### src/rtl/ireg_window.sv
module ireg_window #(
  parameter int AW = 12
) (
  input  logic        clk,
  input  logic        rst_n,
  input  logic        hst_sel,
  input  logic        hst_we,
  input  logic [1:0]  hst_off,
  input  logic [3:0]  hst_be,
  input  logic [31:0] hst_wdata,
  output logic [31:0] hst_rdata,
  input  logic [15:0] int_stat,
  output logic [31:0] cmd_q,
  output logic [31:0] chparm_q,
  output logic [AW-1:0] ib_addr,
  output logic        ib_rd,
  output logic        ib_wr,
  output logic [3:0]  ib_be,
  output logic [31:0] ib_wdata,
  input  logic [31:0] ib_rdata,
  output logic [AW-3:0] ram_addr,
  output logic        ram_rd,
  output logic        ram_wr,
  output logic [67:0] ram_wdata,
  output logic [67:0] ram_wmask,
  input  logic [67:0] ram_rdata
);
  localparam int INC_B = 15;
  localparam int RAM_B = 14;
  localparam logic [AW-1:0] STEP = AW'(4);

  logic [15:0] adr_q;
  logic [31:0] bmask, ram_slice;

  wire d_acc = hst_sel && (hst_off == 2'd3);
  wire to_ram = adr_q[RAM_B];

  always_comb
    for (int i = 0; i < 4; i++) bmask[8*i +: 8] = {8{hst_be[i]}};

  always_ff @(posedge clk) begin
    if (!rst_n) begin
      adr_q    <= '0;
      cmd_q    <= '0;
      chparm_q <= '0;
    end else begin
      if (hst_sel && hst_we) begin
        case (hst_off)
          2'd0: cmd_q    <= (cmd_q & ~bmask) | (hst_wdata & bmask);
          2'd1: chparm_q <= (chparm_q & ~bmask) | (hst_wdata & bmask);
          2'd2: adr_q    <= (adr_q & ~bmask[15:0]) | (hst_wdata[15:0] & bmask[15:0]);
          default: ;
        endcase
      end
      if (d_acc && adr_q[INC_B])
        adr_q[AW-1:0] <= adr_q[AW-1:0] + STEP;
    end
  end

  assign ib_addr  = adr_q[AW-1:0];
  assign ib_rd    = d_acc && !hst_we && !to_ram;
  assign ib_wr    = d_acc && hst_we && !to_ram;
  assign ib_be    = hst_be;
  assign ib_wdata = hst_wdata;

  assign ram_addr  = adr_q[AW-1:2];
  assign ram_rd    = d_acc && !hst_we && to_ram;
  assign ram_wr    = d_acc && hst_we && to_ram;
  assign ram_wdata = {hst_wdata[3:0], hst_wdata, hst_wdata};

  always_comb begin
    ram_wmask = '0;
    case (adr_q[13:12])
      2'b00:   begin ram_wmask[31:0]  = bmask; ram_slice = ram_rdata[31:0]; end
      2'b01:   begin ram_wmask[63:32] = bmask; ram_slice = ram_rdata[63:32]; end
      default: begin ram_wmask[67:64] = {4{hst_be[0]}}; ram_slice = {28'd0, ram_rdata[67:64]}; end
    endcase
  end

  always_comb
    case (hst_off)
      2'd0:    hst_rdata = cmd_q;
      2'd1:    hst_rdata = chparm_q;
      2'd2:    hst_rdata = {int_stat, adr_q};
      default: hst_rdata = to_ram ? ram_slice : ib_rdata;
    endcase
endmodule


### config.mk
export PLATFORM = sky130hd
export DESIGN_NAME = ireg_window
export DESIGN_NICKNAME = d
export VERILOG_FILES = /design/src/rtl/ireg_window.sv
export SDC_FILE = /design/constraint.sdc
export NUM_CORES = 1
export LEC_CHECK = 0
export ABC_AREA = 1
export CAP_MARGIN = 25
export CORE_AREA = 3 3 176 178
export CTS_CLUSTER_DIAMETER = 120
export DETAILED_ROUTE_END_ITERATION = 10
export DIE_AREA = 0 0 179 181
export GPL_TIMING_DRIVEN = 0
export SLEW_MARGIN = 20
export SYNTH_ARGS = -nofsm -noshare
export SYNTH_HDL_FRONTEND = slang
export SYNTH_SLANG_ARGS = --single-unit
### constraint.sdc
create_clock -name clk -period 2.2 [get_ports clk]
set_input_delay 0.55 -clock clk [delete_from_list [all_inputs] [get_ports clk]]
set_output_delay 0.55 -clock clk [all_outputs]
set_load 0.05 [all_outputs]
[Word level (Yosys, flattened, before mapping)]
Index checks and enable logic that the tools add are counted.
Storage, ports and cells
  word-level logic and storage cells: 48
  register bits after elaboration: 80
  bits of input ports: 158
  output and inout bits: 294
Operators by class
  reductions and logical operators: 20
  add/sub/neg operators: 1
  multiplexer cells: 9
  bitwise logic cells: 10
  eq/ne operators: 4
Operators with widths (count)
  32-bit AND: 3
  32-bit 2-to-1 mux: 3
  32-bit case mux with 3 select lines: 1
  32-bit bitwise OR: 2
  32-bit case mux with 2 select lines: 1
  12-bit 2-to-1 mux: 3
  16-bit AND: 2
  32-bit NOT: 1
  16-bit NOT: 1
  16-bit bitwise OR: 1
  12-bit by 3-bit adder with 12-bit output, second input constant: 1
  1-bit logical AND: 9
  2-bit AND reduction: 4
  2-bit by 1-bit equality test with 1-bit output, second input constant: 2
  2-bit equality test, second input constant: 2
  2-bit logical NOT: 2
  4-bit 2-to-1 mux: 1
  2-bit nonzero test: 2
  1-bit logical NOT: 2
  2-bit OR reduction: 1

[Logic depth before layout (Yosys ltp)]
  word-level depth: 6
  depth in mapped cells: 9
  mapped depth without buffers: 9

[Least setup slack after synthesis]
No wires, ideal clock.
  kind: reg2out
  start point: register (tool-made name)
  end point: output port ram_wmask[57]
  path buffers: 3
  stages on the path, launching flop included: 7
  slack: -497 ps
  arrival: 2147 ps
  required time: 1650 ps
  path through: dfxtp_1 clkbuf_1 nor2_2 buf_2 inv_1 nor2_1 buf_4
RTL lines
  end: declaration: RTL line 25  | output logic [67:0] ram_wmask,

==> results.cfg <==
[sta]
tns_ps = -19340
rsz0062_at_grt = true
fin_crit_sh = 1.14
slew_viol_final = 0
finalClockSkew_ps = 8.15
fmax_ghz = 0.400
min_period_ps = 2500
finalSetupViolCount = 95
whs_ps = 473
slew_headroom = 0.463
worst_slack_ps = -299
tightest_slew_ps = 806
finalHoldViolCount = 0

[clock_network]
cts_buffer_depth = 2
cts_sinks = 80
cts_buffers = 9
htree_levels = 3
clk_latency_ps = 350
tritoncts = yes
clk_pin_slew_ps = 70
cts-root-buf = clkbuf_16
cts_hold_buf = 0

[floorplanning]
floorplan.initialDensity = 0.204
boundaryPins = 452
core_region_area_um2 = 29600
die_y_um = 181
die-area_um2 = 32400
rows = 63
die_w_um = 179

[layout]
final_nets = 1589
syn2layout_area_growth_pct = 120
drive_above_1_share = 0.446

[power_and_ir_drop]
clkPwrFrac = 0.314
irDropWorstVdd_v = 0.000331
power_density_nw_per_um2 = 437
p_sw_mw = 2.19
p_leak_nw = 5.87
switching_share = 0.377
p_int_mw = 3.62
pwr-share-comb = 0.428
seqPwrFrac = 0.258

[synthesis]
yosysSeqAreaShare = 0.265
ys_async_sr_fraction = 0
synth_top_area_frac = 0.265
netlist_instances = 900
synth_area_um2 = 6040
syn-num-nets = 1059
synth.avg_cell_area_um2 = 6.71
synth_cell_types = 26
yosys_most_used_dff = dfxtp_1
yosysTopAreaCell = dfxtp_1
yosys_warnings = 0
synth-edff-count = 0
synth_area_leaders = dfxtp_1, buf_4, nand2_1
yosysMostFrequentCell = buf_4
ys_ff_latch = 80
synthTopCellsByCount = buf_4, nand2_1, a21oi_1, dfxtp_1, nand3_1

[global_routing]
antenna_found_initial = 3
gr-total-overflow = 0
grt_max_degree = 16
grtUsageTotal = 0.221
grt_first_pass_wirelength_um = 52900
grt_pass1_vias = 8143

[routing]
vias = 8175
avgRoutedWirePerCell_um = 20.6
wl_um = 37600
ant_nets = 0
vias_per_cell = 4.47
drc_errors = 0
first_iter_violations = 459
first_pass_iters = 7

[place]
dpl.hpwl_um = 29000
port_buffers = 450
gp_congestion = 0.894

[worst_setup_path]
rr_worst_depth = 7
crit_required_ps = 1650
worst_setup_path_end_kind = primary output
cp_data_arrival_time_ps = 1950
critPathLaunchType = flip-flop
rrSetupSlack_ps = 600
crit_fanout = 6
crit_type = reg -> out

[status]
outcome = finished, violations left
failed_checks = negative setup slack

[worst_hold_path]
hold_class = reg -> reg
worstHoldPathCells = 2

[job]
drv_cap = 0
-- power groups by stage --
stage / combinational (mW) / sequential (mW) / clock, mW
5_1_grt: 2.60 / 1.50 / 1.92
6_report: 2.49 / 1.50 / 1.83
3_3_place_gp: 2.22 / 1.53 / 0
2_1_floorplan: 1.22 / 1.60 / 0
3_5_place_dp: 2.23 / 1.53 / 0
4_1_cts: 2.44 / 1.50 / 1.87
-- cells by family after synthesis --
| kind of cell | synth area share |
|---|---|
| AND/OR/NAND/NOR | 0.208 |
| flip-flops | 0.265 |
| buffers and inverters | 0.311 |
| AO/OA/AOI/OAI | 0.214 |
| adder cells (fa/ha/maj) | 0.00207 |
-- per-stage QoR --
stage                util  power (mW)  worst slack [ps]  std cells  instance area, um2
floorplan               -        2.82              -353        900                6160
CTS                 0.437        5.81              -357       1822               12900
global route        0.450        6.03              -395       1827               13300
global placement    0.377        3.75             -2270       1740               11100
finish              0.451        5.82              -299       1828               13300
detailed placement  0.377        3.76             -2260       1740               11100
-- per-layer routing --
| metal | track usage | up-vias | wire length, um |
|---|---|---|---|
| li1 | - | 3878 | - |
| met4 | 0.0536 | 0 | 648 |
| met3 | 0.0534 | 34 | 3080 |
| met1 | 0.272 | 3859 | 15100 |
| met2 | 0.385 | 404 | 18800 |
| met5 | 0 | - | 0 |
-- worst max-delay path, cell delays in order (launching register included) --
cell,delay (ps)
dfxtp_4,360
nor2_4,200
buf_12,160
clkinvlp_4,120
buf_6,140
nor2_4,240
buf_6,150
buf_6,90
buf_8,130
-- area by class of cell --
class,instances,area [um2]
repair buffers,535,5520
inverters,76,307
clock inverters,7,126
multi-input cells,514,3190
fillers,2952,16200
well taps,390,488
plain buffers,214,1850
clock buffers,9,225
flip-flops and latches,80,1610
diodes,3,7.51
-- cell usage in the layout, fill, tap and decap left out, types with 56 or more instances in the layout --
cell type and instances:
inv_1 67, buf_6 129, nand3_1 56, buf_8 69
dfxtp_1 77, buf_2 61, a21oi_1 86, buf_4 163
nand2_1 104, clkdlybuf4s50_1 200
-- how the worst max path moves through the flow --
| stage | endpoint | slack, ps | cells past startpoint |
|---|---|---|---|
| 3_5_place_dp | hst_rdata[15] | -2260 | 7 |
| 6_report | ram_wmask[25] | -300 | 8 |
| 4_1_cts | hst_rdata[15] | -360 | 9 |
| 3_3_place_gp | hst_rdata[15] | -2270 | 7 |
| 2_1_floorplan | ib_wr | -350 | 3 |
| 5_1_grt | hst_rdata[15] | -400 | 9 |
-- repair_timing --
action,CTS,global route
gates resized for setup,1328,245
gates cloned,2,1
pin swaps,33,46
setup endpoints to repair,240,150
setup buffers,67,23
Note: power is estimated with default switching activity, not from simulation.
